### src/rtl/cvt_sport_pkg.sv
package cvt_sport_pkg;

  typedef enum logic [1:0] {
    ST_SLEEP   = 2'd0,
    ST_WINDOW  = 2'd1,
    ST_CONVERT = 2'd2,
    ST_SHIFT   = 2'd3
  } sport_state_e;

  // resolution actually delivered after trimming
  function automatic int unsigned delivered_res(int unsigned full, int unsigned cut);
    return full - cut;
  endfunction

endpackage

### src/rtl/cvt_edge_sync.sv
module cvt_edge_sync #(
  parameter int unsigned STAGES = 2,
  parameter int unsigned DW     = 2
) (
  input  logic          clk,
  input  logic          rst,
  input  logic          sclk_in,
  input  logic [DW-1:0] data_in,
  output logic [DW-1:0] data_q,
  output logic          fall_o,
  output logic          rise_o
);

  logic [STAGES-1:0] pipe_q;
  logic              last_q;
  logic [DW-1:0]     dq [STAGES];

  always_ff @(posedge clk) begin
    if (rst) begin
      pipe_q <= '1;
      last_q <= 1'b1;
    end else begin
      pipe_q <= {pipe_q[STAGES-2:0], sclk_in};
      last_q <= pipe_q[STAGES-1];
    end
  end

  // channel select follows the same delay as the clock so both line up
  for (genvar g = 0; g < STAGES; g++) begin : g_data
    if (g == 0) begin : g_first
      always_ff @(posedge clk) begin
        if (rst) dq[g] <= '0;
        else     dq[g] <= data_in;
      end
    end else begin : g_next
      always_ff @(posedge clk) begin
        if (rst) dq[g] <= '0;
        else     dq[g] <= dq[g-1];
      end
    end
  end

  assign data_q = dq[STAGES-1];
  assign fall_o = last_q & ~pipe_q[STAGES-1];
  assign rise_o = ~last_q & pipe_q[STAGES-1];

endmodule

### src/rtl/cvt_trim_window.sv
module cvt_trim_window #(
  parameter int unsigned WIN_CYC = 128,
  parameter int unsigned MAX_CUT = 6,
  localparam int unsigned WIN_W  = (WIN_CYC > 1) ? $clog2(WIN_CYC) : 1,
  localparam int unsigned CUT_W  = $clog2(MAX_CUT + 1)
) (
  input  logic             clk,
  input  logic             rst,
  input  logic             arm_i,
  input  logic             fall_i,
  output logic             open_o,
  output logic             close_o,
  output logic [CUT_W-1:0] cut_o
);

  logic [WIN_W-1:0] cnt_q;
  logic             open_q;
  logic [CUT_W-1:0] cut_q;
  logic             cut_full;

  assign cut_full = (cut_q == CUT_W'(MAX_CUT));
  assign close_o  = open_q && (cnt_q == WIN_W'(WIN_CYC - 1));
  assign open_o   = open_q;
  assign cut_o    = cut_q;

  always_ff @(posedge clk) begin
    if (rst) begin
      cnt_q  <= '0;
      open_q <= 1'b0;
      cut_q  <= '0;
    end else if (arm_i) begin
      cnt_q  <= '0;
      open_q <= 1'b1;
      cut_q  <= '0;
    end else if (open_q) begin
      if (close_o) open_q <= 1'b0;
      else         cnt_q  <= cnt_q + 1'b1;
      if (fall_i && !cut_full) cut_q <= cut_q + 1'b1;
    end
  end


  cut_limit_chk: assert property (@(posedge clk) disable iff (rst)
    cut_q <= CUT_W'(MAX_CUT));


  cut_frozen_chk: assert property (@(posedge clk) disable iff (rst)
    (!open_q && !arm_i) |=> $stable(cut_q));

endmodule

### src/rtl/cvt_shifter.sv
module cvt_shifter #(
  parameter int unsigned W  = 16,
  localparam int unsigned LW = $clog2(W + 1)
) (
  input  logic          clk,
  input  logic          rst,
  input  logic          load_i,
  input  logic [W-1:0]  data_i,
  input  logic [LW-1:0] len_i,
  input  logic          shift_i,
  input  logic          stop_i,
  output logic          bit_o,
  output logic          empty_o,
  output logic          finish_o
);

  // move the low n bits to the top of the word, clearing the rest
  function automatic logic [W-1:0] left_justify(logic [W-1:0] d, logic [LW-1:0] n);
    logic [W-1:0] mask;
    if (32'(n) >= W) mask = '1;
    else             mask = (W'(1) << n) - W'(1);
    return (d & mask) << (W - 32'(n));
  endfunction

  logic [W-1:0]  sh_q;
  logic [LW-1:0] left_q;
  logic          bit_q;

  assign empty_o  = (left_q == '0);
  assign finish_o = stop_i && empty_o;
  assign bit_o    = bit_q;

  always_ff @(posedge clk) begin
    if (rst) begin
      sh_q   <= '0;
      left_q <= '0;
      bit_q  <= 1'b0;
    end else if (load_i) begin
      sh_q   <= left_justify(data_i, len_i);
      left_q <= len_i;
      bit_q  <= 1'b0;
    end else if (shift_i && !empty_o) begin
      bit_q  <= sh_q[W-1];
      sh_q   <= {sh_q[W-2:0], 1'b0};
      left_q <= left_q - 1'b1;
    end else if (finish_o) begin
      bit_q  <= 1'b0;
    end
  end


  left_bound_chk: assert property (@(posedge clk) disable iff (rst)
    32'(left_q) <= W);


  step_chk: assert property (@(posedge clk) disable iff (rst)
    (shift_i && !empty_o && !load_i) |=> (left_q == $past(left_q) - 1'b1));


  quiet_after_chk: assert property (@(posedge clk) disable iff (rst)
    finish_o |=> !bit_q);

endmodule

### src/rtl/cvt_sport_ctrl.sv
module cvt_sport_ctrl
  import cvt_sport_pkg::*;
#(
  parameter int unsigned RES_FULL    = 16,
  parameter int unsigned MAX_CUT     = 6,
  parameter int unsigned WIN_CYC     = 128,
  parameter int unsigned SYNC_STAGES = 2
) (
  input  logic                          clk,
  input  logic                          rst,
  input  logic                          sclk_in,
  input  logic [1:0]                    chan_sel_in,
  output logic                          sdata_out,
  output logic                          eng_start,
  output logic [1:0]                    eng_chan,
  output logic [$clog2(RES_FULL+1)-1:0] eng_res,
  input  logic                          eng_done,
  input  logic [RES_FULL-1:0]           eng_result
);

  localparam int unsigned RES_W = $clog2(RES_FULL + 1);
  localparam int unsigned CUT_W = $clog2(MAX_CUT + 1);

  sport_state_e     state_q;
  logic             fall_evt, rise_evt;
  logic [1:0]       chan_sync;
  logic [1:0]       chan_q;
  logic             wake_evt, load_evt, shift_evt, stop_evt, finish_evt;
  logic             win_open, win_close;
  logic [CUT_W-1:0] cut_cnt;
  logic             shift_empty;
  logic             start_q;

  cvt_edge_sync #(.STAGES(SYNC_STAGES), .DW(2)) u_sync (
    .clk     (clk),
    .rst     (rst),
    .sclk_in (sclk_in),
    .data_in (chan_sel_in),
    .data_q  (chan_sync),
    .fall_o  (fall_evt),
    .rise_o  (rise_evt)
  );

  assign wake_evt  = (state_q == ST_SLEEP)   && fall_evt;
  assign load_evt  = (state_q == ST_CONVERT) && eng_done;
  assign shift_evt = (state_q == ST_SHIFT)   && fall_evt;
  assign stop_evt  = (state_q == ST_SHIFT)   && rise_evt;

  cvt_trim_window #(.WIN_CYC(WIN_CYC), .MAX_CUT(MAX_CUT)) u_win (
    .clk     (clk),
    .rst     (rst),
    .arm_i   (wake_evt),
    .fall_i  (fall_evt),
    .open_o  (win_open),
    .close_o (win_close),
    .cut_o   (cut_cnt)
  );

  assign eng_res = RES_W'(delivered_res(RES_FULL, 32'(cut_cnt)));

  cvt_shifter #(.W(RES_FULL)) u_shift (
    .clk      (clk),
    .rst      (rst),
    .load_i   (load_evt),
    .data_i   (eng_result),
    .len_i    (eng_res),
    .shift_i  (shift_evt),
    .stop_i   (stop_evt),
    .bit_o    (sdata_out),
    .empty_o  (shift_empty),
    .finish_o (finish_evt)
  );

  always_ff @(posedge clk) begin
    if (rst) begin
      state_q <= ST_SLEEP;
      chan_q  <= '0;
      start_q <= 1'b0;
    end else begin
      start_q <= (state_q == ST_WINDOW) && win_close;
      if (wake_evt) chan_q <= chan_sync;
      unique case (state_q)
        ST_SLEEP:   if (fall_evt)   state_q <= ST_WINDOW;
        ST_WINDOW:  if (win_close)  state_q <= ST_CONVERT;
        ST_CONVERT: if (eng_done)   state_q <= ST_SHIFT;
        ST_SHIFT:   if (finish_evt) state_q <= ST_SLEEP;
        default:                    state_q <= ST_SLEEP;
      endcase
    end
  end

  assign eng_start = start_q;
  assign eng_chan  = chan_q;


  wake_chk: assert property (@(posedge clk) disable iff (rst)
    wake_evt |=> (state_q == ST_WINDOW && win_open));


  start_pulse_chk: assert property (@(posedge clk) disable iff (rst)
    eng_start |=> !eng_start);


  res_range_chk: assert property (@(posedge clk) disable iff (rst)
    eng_start |-> (32'(eng_res) <= RES_FULL && 32'(eng_res) + MAX_CUT >= RES_FULL));


  busy_low_chk: assert property (@(posedge clk) disable iff (rst)
    (state_q == ST_WINDOW || state_q == ST_CONVERT) |-> !sdata_out);


  sleep_empty_chk: assert property (@(posedge clk) disable iff (rst)
    (state_q == ST_SHIFT && $past(state_q) == ST_SHIFT && rise_evt && shift_empty) |=> (state_q == ST_SLEEP));


  sdata_known_chk: assert property (@(posedge clk) disable iff (rst)
    !$isunknown(sdata_out));

endmodule

### config.mk
export PLATFORM = sky130hd
export DESIGN_NAME = cvt_sport_ctrl
export DESIGN_NICKNAME = d
export VERILOG_FILES = /design/src/rtl/cvt_sport_pkg.sv /design/src/rtl/cvt_edge_sync.sv /design/src/rtl/cvt_trim_window.sv /design/src/rtl/cvt_shifter.sv /design/src/rtl/cvt_sport_ctrl.sv
export SDC_FILE = /design/constraint.sdc
export NUM_CORES = 1
export LEC_CHECK = 0
export BUFFER_PORTS_ARGS = -buffer_cell sky130_fd_sc_hd__buf_2
export CORE_AREA = 5 5 115 117
export CTS_CLUSTER_SIZE = 40
export DETAILED_ROUTE_END_ITERATION = 10
export DIE_AREA = 0 0 120 122
export SETUP_SLACK_MARGIN = 0.15
export SLEW_MARGIN = 20
export SYNTH_ARGS = -nofsm -noshare
export SYNTH_HDL_FRONTEND = slang
export SYNTH_SLANG_ARGS = --single-unit
### constraint.sdc
create_clock -name clk -period 3.8 [get_ports clk]
set_input_delay 0.76 -clock clk [delete_from_list [all_inputs] [get_ports clk]]
set_output_delay 0.76 -clock clk [all_outputs]
set_load 0.05 [all_outputs]
* After elaboration in Yosys (flattened, before gate mapping)
Memory sizes are Yosys's and may differ from the RTL's. A register that Yosys moved wholly into a read port is not among the register bits.
Index checks and enable logic that the tools add are counted.
Widths: inputs -> output; s select.
** Cells by class
- Add/sub/neg operators :: 6
- Multipliers :: 0
- Div/mod/pow operators :: 0
- Order comparisons :: 1
- Eq/ne operators :: 9
- Shifts and indexed selects :: 2
- Muxes and demuxes :: 22
- Bitwise logic cells :: 8
- Reductions and logical operators :: 20
** Operators with widths (count)
- $mux 16 :: 5
- $shl 16x32->16 :: 1
- $and 16x16->16 :: 1
- $shl 1x5->16 const A :: 1
- $sub 16x2->16 const B :: 1
- $mux 2 :: 6
- $mux 5 :: 2
- $logic_and 1x1->1 :: 9
- $mux 1 :: 8
- $ne 2x2->1 const B :: 4
- $pmux 2 s4 :: 1
- $add 7x1->7 const B :: 1
- $eq 7x7->1 const B :: 1
- $sub 5x5->6 const A :: 1
- $ge 5x5->1 const B :: 1
- $logic_not 5->1 :: 1
- $sub 5x1->5 const B :: 1
- $sub 5x3->5 const A :: 1
- $eq 2x2->1 const B :: 2
- $reduce_and 2->1 :: 2
- $reduce_and 4->1 :: 1
- $reduce_bool 2->1 :: 2
- $reduce_or 2->1 :: 2
- $add 3x1->3 const B :: 1
- 7 further kinds :: 12
** Storage, ports and cells
- Bits in registers :: 39
- Bits in latches :: 0
- Bits in writable memories :: 4
- Memory bits (read-only) :: 0
- Bits of input ports :: 22
- Output and inout bits :: 9
- Logic and storage cells :: 79
- Memories kept :: 1
** Memory list
- u_sync.dq :: words 2, width 2, rd ports 2, clocked after memory_dff 1, wr ports 2, line cvt_edge_sync.sv:16 : logic [DW-1:0] dq [STAGES];

* Logic depth before layout (Yosys ltp)
Gate-level depths: netlist of run 1.
- Depth in word-level cells :: 9
- Mapped depth :: 18
- Depth with buffers taken out :: 14

* Cells and area by module
A second synthesis of run 1 with hierarchy kept.
** Unflattened totals
- Cells, all modules :: 518
- Area, all modules :: 4023.9 sq um
** By module, submodules not included
- cvt_shifter :: instances 1, cells each 397, area each 2911.5 sq um
- cvt_trim_window :: instances 1, cells each 64, area each 549.3 sq um
- cvt_sport_ctrl :: instances 1, cells each 41, area each 366.6 sq um
- cvt_edge_sync :: instances 1, cells each 16, area each 196.4 sq um

* Worst setup path after synthesis of run 1
OpenSTA, ideal clock, no wires.
- Path type :: reg-to-reg
- From :: reg u_win.cut_q[0] (netlist: u_win.cut_o[0])
- To :: reg u_shift.sh_q[6]
- Library setup time :: 0.086 ns
- Arrival time :: 4.302 ns
- Data required time :: 3.714 ns
- Slack :: -0.588 ns
- Stages on the path, launching flop included :: 19
- Period minus slack after synthesis :: 4.388 ns
- Cell sequence :: dfxtp_1 > buf_2 > clkinv_1 > ha_1 > ha_1 > clkbuf_1 > inv_1 > ha_1 > clkbuf_1 > nand2_1 > ha_1 > clkbuf_1 > inv_1 > a211o_1 > a311o_1 > and3_4 > a21oi_2 > o211ai_1 > a211oi_1
** Between the ends
- Longest elaborated chain between the ends :: 9
** Ends and longest elaborated chain
- from (decl) :: line cvt_trim_window.sv:18 : logic [CUT_W-1:0] cut_q;
- from (signal assigned) :: line cvt_trim_window.sv:38 : if (fall_i && !cut_full) cut_q <= cut_q + 1'b1;
- $sub 5x3->5 * :: line cvt_sport_pkg.sv:12 : return full - cut;
- named net eng_res[2] :: line cvt_sport_ctrl.sv:16 : output logic [$clog2(RES_FULL+1)-1:0] eng_res,
- $shl 1x5->16 :: line cvt_shifter.sv:21 : else mask = (W'(1) << n) - W'(1);
- $sub 16x2->16 :: line cvt_shifter.sv:21
- $mux 16 :: line cvt_shifter.sv:20 : if (32'(n) >= W) mask = '1;
- $mux 16 :: line cvt_shifter.sv:38 : end else if (load_i) begin
- $mux 16 :: line cvt_shifter.sv:34 : if (rst) begin
- $and 16x16->16 :: line cvt_shifter.sv:22 : return (d & mask) << (W - 32'(n));
- $shl 16x32->16 * :: line cvt_shifter.sv:22
- $mux 16 * :: line cvt_shifter.sv:38
- to (signal assigned) :: line cvt_shifter.sv:39 : sh_q <= left_justify(data_i, len_i);
- to (signal assigned) :: line cvt_shifter.sv:44 : sh_q <= {sh_q[W-2:0], 1'b0};
- to (decl) :: line cvt_shifter.sv:25 : logic [W-1:0] sh_q;
Mark *: on every way through the listed nets, which the timed path passes. The rest lies on a longest branch. The select of a mux whose other input is x is not followed.
A chain may end at the register's enable or synchronous reset.

* Worst setup path in the final report of run 1
- From :: reg u_win.cut_q[0] (netlist: u_win.cut_o[0])
- To :: reg u_shift.sh_q[13]
** Between the ends
- Longest elaborated chain between the ends :: 9
** Ends and longest elaborated chain (line)
- $sub 5x3->5 * :: cvt_sport_pkg.sv:12
- $shl 1x5->16 :: cvt_shifter.sv:21
- $sub 16x2->16 :: cvt_shifter.sv:21
- $mux 16 :: cvt_shifter.sv:20
- $mux 16 :: cvt_shifter.sv:38
- $mux 16 :: cvt_shifter.sv:34
- $and 16x16->16 :: cvt_shifter.sv:22
- $shl 16x32->16 * :: cvt_shifter.sv:22
- $mux 16 * :: cvt_shifter.sv:38
Every way passes the cells marked *; elsewhere a longest branch is shown, timed or not. The select of a mux whose other input is x is not followed.

==> impl_metrics.yaml, run 1 <==
outcome:
  status: "completed"
critical_path:
  crit_slowest_cell: "nor4_1"
  critPathBufInv: 3
  worstSetupPathType: "flop to flop"
  critPathMaxFanout: 17
  cp_cell_sequence: "clkinv_2 -> ha_2 -> ha_4 -> inv_1 -> ha_1 -> nand2_1 -> ha_2 -> inv_1 -> nor4_1 -> o2111a_1 -> a41oi_1 -> mux2i_1 -> o22ai_1 -> o31ai_1"
  cp_data_required_time_ps: 4000
  critPathTopFamily: "adder cells"
  crit_arrival_ps: 3640
  startpoint_type: "flop"
  critPathMaxStageDelay_ps: 570
  crit_path_end_kind: "flop"
grt:
  grt_pass1_vias: 3787
  antenna_found_initial: 0
  overflow: 0
  grt_use_met2_pct: 26.03
  grt_max_degree: 41
  grt_pass1_wl_mm: 18.94
  use_met3_pct: 3.110
  grt_busiest_layer: "met2"
  grtUsageTotal_pct: 15.82
  grt_use_met1_pct: 21.01
sta:
  worst_slack_ps: 356.2
  setup_viol: 0
  hold_viol: 0
  worstMarginPinSlew_ps: 755.5
  slew_violations: 0
  finClkSkew_ps: 3.562
  hold_ws_ps: 412.3
  fmaxAchievable_mhz: 290.4
  finalCriticalPeriod_ps: 3444
  relSlewSlack_pct: 48.99
  fin_crit_sh_pct: 90.63
  fin_setup_tns_ps: 0
  rsz0062_at_grt: "false"
clocking:
  cts_buffers: 5
  cts_sinks: 45
  cts_tree: "built"
  clkLatencyLatePin_ps: 280
  clkTransAtPathRegs_ps: 60
  cts-root-buf: "clkbuf_16"
  hold_buffers: 0
  clock_path_buffers: 2
  htreeDepth: 2
detailed_routing:
  dr.first_iter.drc_count: 543
  vias_per_cell: 5.884
  first_pass_iters: 5
  wl_per_cell_um: 17.27
  wl_mm: 11.50
  route.detailed.drc: 0
  vias: 3919
  final_antenna_net_count: 0
cells_and_area:
  finalInstanceArea_um2: 4150
  nNetsFinal: 555
  syn2layout_area_growth_pct: 13.67
  antenna_cells: 0
  layout_common_cells: "61 x nand2_1, 46 x nor2_1, 44 x dfxtp_1, 30 x buf_2, 25 x o21ai_0"
  final_common_cell: "nand2_1"
  drive_above_1_share_pct: 15.50
  final_cell_count_no_fill: 666
yosys:
  async_flop_share_pct: 0
  synth_nets: 536
  syn_inst: 496
  syn_area_um2: 3651
  synth_seq_cells: 45
  ys_warn_count: 0
  avgSynthCellArea_um2: 7.361
  synth_ff_type: "dfxtp_1"
  ys_seq_area_share_pct: 24.67
  synth-edff-count: 0
  ys_types: 70
hold_path:
  hp-class: "flop to flop"
power:
  ir_drop_uv: 172.1
  p_per_area_nw_per_um2: 308.7
  p_leak_uw: 0.001521
die:
  die_area_um2: 14640
  chipHeight_um: 122
  initial_core_util_pct: 29.78
  num_rows: 41
  ioPinCount: 31
  die_w_um: 120
  fp.coreArea_um2: 12260
placement:
  dp_hpwl_mm: 8.765
  port-buffer-count: 30
  placed_area_um2: 3994
  gp_congestion: 0.9740
  pre_cts_ws_ps: 196.7
  dp.cells: 658
job:
  maxCapViolCount: 0
## final timing paths
check                                       from          endpoint  slack, ps  depth (start not counted)
worst max-delay path              u_win.cut_o[0]  u_shift.sh_q[13]        360                         14
worst min-delay path            u_sync.pipe_q[0]  u_sync.pipe_q[1]        410                          1
worst max register to register    u_win.cut_o[0]  u_shift.sh_q[13]        360                         14
worst min register to register  u_sync.pipe_q[0]  u_sync.pipe_q[1]        410                          1
## layout make-up
class,instances,area (um^2)
timing repair buffer,48,285.3
fill,1296,8110
multi-input combinational,395,2546
inverter,20,76.32
clock inverter,2,13.76
tap,150,187.7
sequential,45,902.1
clock buffer,6,138.9
## stage by stage
| step | power (uW) | util (%) |
|---|---|---|
| 6_report | 1281 | 33.85 |
| 2_1_floorplan | 759.5 | - |
| 3_5_place_dp | 842.6 | 32.57 |
| 5_1_grt | 1349 | 33.85 |
| 4_1_cts | 1289 | 33.82 |
| 3_3_place_gp | 834.2 | 32.57 |
## synthesized netlist by cell type (all sizes together), types with 6 or more instances
cell type  count  area [um^2]
nor2          46        172.7
ha            18        225.2
clkbuf        31        116.4
nand3         23        115.1
inv           17        63.81
a211oi        23        172.7
nand2b        10        62.56
o21ai         26        130.1
and3           6        42.54
nand2         61        229.0
nor2b         11        68.82
xnor2          9        78.83
o211ai        10        75.07
nor3          12        60.06
xor2           6        52.55
a21oi         24        127.6
or2            7        43.79
dfxtp         45        900.9
o22ai          6        37.54
## where the power goes
group,leakage (uW),switching (uW),internal (uW)
sequential,0.000365,24.4,509
clock,0.0000768,183,262
combinational,0.00108,183,120
total,0.00152,391,890
## what timing repair did
action | 4_1_cts | 5_1_grt
resized for setup | 0 | 2
setup endpoints to repair | 0 | 11
buffers inserted | 0 | 0
## metal layers
| layer | share of wire, % | up-vias |
|---|---|---|
| li1 | - | 1868 |
| met1 | 45 | 1865 |
| met2 | 46 | 167 |
| met3 | 6.5 | 19 |
| met4 | 1.6 | 0 |
| met5 | 0 | - |
## cell families after synthesis
group           after synthesis  share of synthesized area [%]
mux                           5                          1.371
simple gates                202                          27.28
compound gates              155                          30.67
flops                        45                          24.67
fa+ha+maj                    18                          6.169
xor+xnor                     15                          3.598
buf+inv                      56                          6.237
## flip-flops by register name (all words and copies together) (netlist names)
name and cells:
eng_start 1, eng_chan 2, u_win.open_o 1, u_sync.last_q 1
u_shift.bit_o 1, u_win.cnt_q 7, u_sync.pipe_q 2, u_shift.left_q 5
u_shift.sh_q 16, u_sync.dq 4, u_win.cut_o 3, state_q 2
Power figures use the tool's default switching activity.
==> run 2: changes to the inputs <==
REMOVE_ABC_BUFFERS = 1   (was default)
TNS_END_PERCENT = 10   (was default)
clock period = 3.4 ns   (was 3.8 ns; I/O delays follow)
==> impl_metrics.yaml, run 2 (synthesis gave the netlist of run 1 again) <==
clocking:
  cts_buffers: 5
  cts_sinks: 45
  cts-root-buf: "clkbuf_16"
  cts_tree: "built"
  clkTransAtPathRegs_ps: 60
  hold_buffers: 0
  clock_path_buffers: 2
  clkLatencyLatePin_ps: 280
  htreeDepth: 2
placement:
  dp.cells: 674
  pre_cts_ws_ps: 87.09
  port-buffer-count: 30
  dp_hpwl_mm: 8.785
  gp_congestion: 0.9738
critical_path:
  worstSetupPathType: "flop to flop"
  critPathTopFamily: "adder cells"
  critPathBufInv: 3
  cp_data_required_time_ps: 3580
  path_common_cell: "ha_2"
  crit_slowest_cell: "or3b_2"
  critPathMaxFanout: 9
  crit_arrival_ps: 3320
  critPathMaxStageDelay_ps: 460
  cp_cell_sequence: "clkinv_1 -> ha_2 -> ha_4 -> inv_1 -> ha_2 -> nand2_1 -> ha_2 -> buf_6 -> or3b_2 -> a21oi_2 -> o2111a_1 -> a41oi_2 -> mux2i_1 -> o22ai_1 -> o31ai_1"
  startpoint_type: "flop"
  crit_path_end_kind: "flop"
power:
  p_leak_uw: 0.001631
  p_int_uw: 1128
  comb_power_share_pct: 22.4
  ir_drop_uv: 219.8
  finalPower_uw: 1564
  power_frac_clock_pct: 39.5
  p_sw_share_pct: 27.86
  p_seq_share_pct: 38.1
  p_sw_uw: 435.6
  p_per_area_nw_per_um2: 360.1
cells_and_area:
  reg_top3: "u_shift.sh_q: 16 flops, u_win.cnt_q: 7 flops, u_shift.left_q: 5 flops"
  nNetsFinal: 573
  syn2layout_area_growth_pct: 18.95
  final_cell_count_no_fill: 684
  regMostFlops: "u_shift.sh_q"
  final_common_cell: "nand2_1"
  drive_above_1_share_pct: 18.73
  antenna_cells: 0
  layout_common_cells: "61 x nand2_1, 46 x nor2_1, 44 x dfxtp_1, 34 x buf_4, 30 x buf_2"
  largest_register_ff_count: 16
grt:
  grtUsageTotal_pct: 15.69
  antenna_found_initial: 0
  grt_busiest_layer: "met2"
  grt_pass1_vias: 3619
  grt_pass1_wl_mm: 18.87
  grt_use_met1_pct: 22.28
  overflow: 0
  grt_use_met2_pct: 24.20
  use_met3_pct: 2.228
  grt_max_degree: 31
sta:
  fmaxAchievable_mhz: 318.3
  worstMarginPinSlew_ps: 724.8
  worst_slack_ps: 257.9
  hold_ws_ps: 408.3
  setup_viol: 0
  hold_viol: 0
  finClkSkew_ps: 5.608
  fin_crit_sh_pct: 92.42
  finalCriticalPeriod_ps: 3142
  slew_violations: 0
  rsz0062_at_grt: "true"
  relSlewSlack_pct: 51.07
detailed_routing:
  first_pass_iters: 5
  route.detailed.drc: 0
  wl_per_cell_um: 16.81
  dr.first_iter.drc_count: 376
  final_antenna_net_count: 0
  vias: 3911
  vias_per_cell: 5.718
  wl_mm: 11.50
job:
  maxCapViolCount: 0
outcome:
  status: "completed"
hold_path:
  hp-class: "flop to flop"
die:
  die_area_um2: 14640
  die_w_um: 120
  chipHeight_um: 122
  ioPinCount: 31
  initial_core_util_pct: 29.78
  fp.coreArea_um2: 12260
  num_rows: 41
## run 2: routing by layer
metal	vias to the layer above	part of all wire (%)
li1	1907	-
met1	1780	47
met2	196	42
met3	28	7.4
met4	0	3.1
met5	-	0
## run 2: worst paths after layout
kind | startpoint | endpoint | slack (ps) | depth (start not counted)
min | u_sync.pipe_q[0] | u_sync.pipe_q[1] | 410 | 1
max | u_win.cut_o[0] | u_shift.sh_q[13] | 260 | 15
max reg2reg | u_win.cut_o[0] | u_shift.sh_q[13] | 260 | 15
min reg2reg | u_sync.pipe_q[0] | u_sync.pipe_q[1] | 410 | 1
## run 2: what timing repair did
action,4_1_cts,5_1_grt
buffers inserted,1,1
pin swaps,2,4
setup endpoints to repair,1,8
gates resized for setup,4,7
## run 2: per-stage QoR
stage	TNS, ps	util (%)	cell area [um^2]
after CTS	0	35.14	4308
after floorplan	-18730	-	3498
after global placement	0	33.37	4091
after detailed placement	0	33.37	4091
final	0	35.42	4343
after global routing	0	35.42	4343
## run 2: cell type report
| cell class | instances | area, um^2 |
|---|---|---|
| Inverter | 20 | 75.07 |
| Clock buffer | 5 | 125.1 |
| Tap cell | 150 | 187.7 |
| Multi-Input combinational cell | 395 | 2560 |
| Fill cell | 1268 | 7918 |
| Clock inverter | 3 | 65.06 |
| Sequential cell | 45 | 902.1 |
| Timing Repair Buffer | 66 | 427.9 |
## run 2: power by group through the flow
stage               Clock [uW]  Combinational, uW  Sequential (uW)
finish                     618                350              596
global route               655                390              602
CTS                        632                345              595
detailed placement           0                342              607
global placement             0                335              606
floorplan                    0                234              602
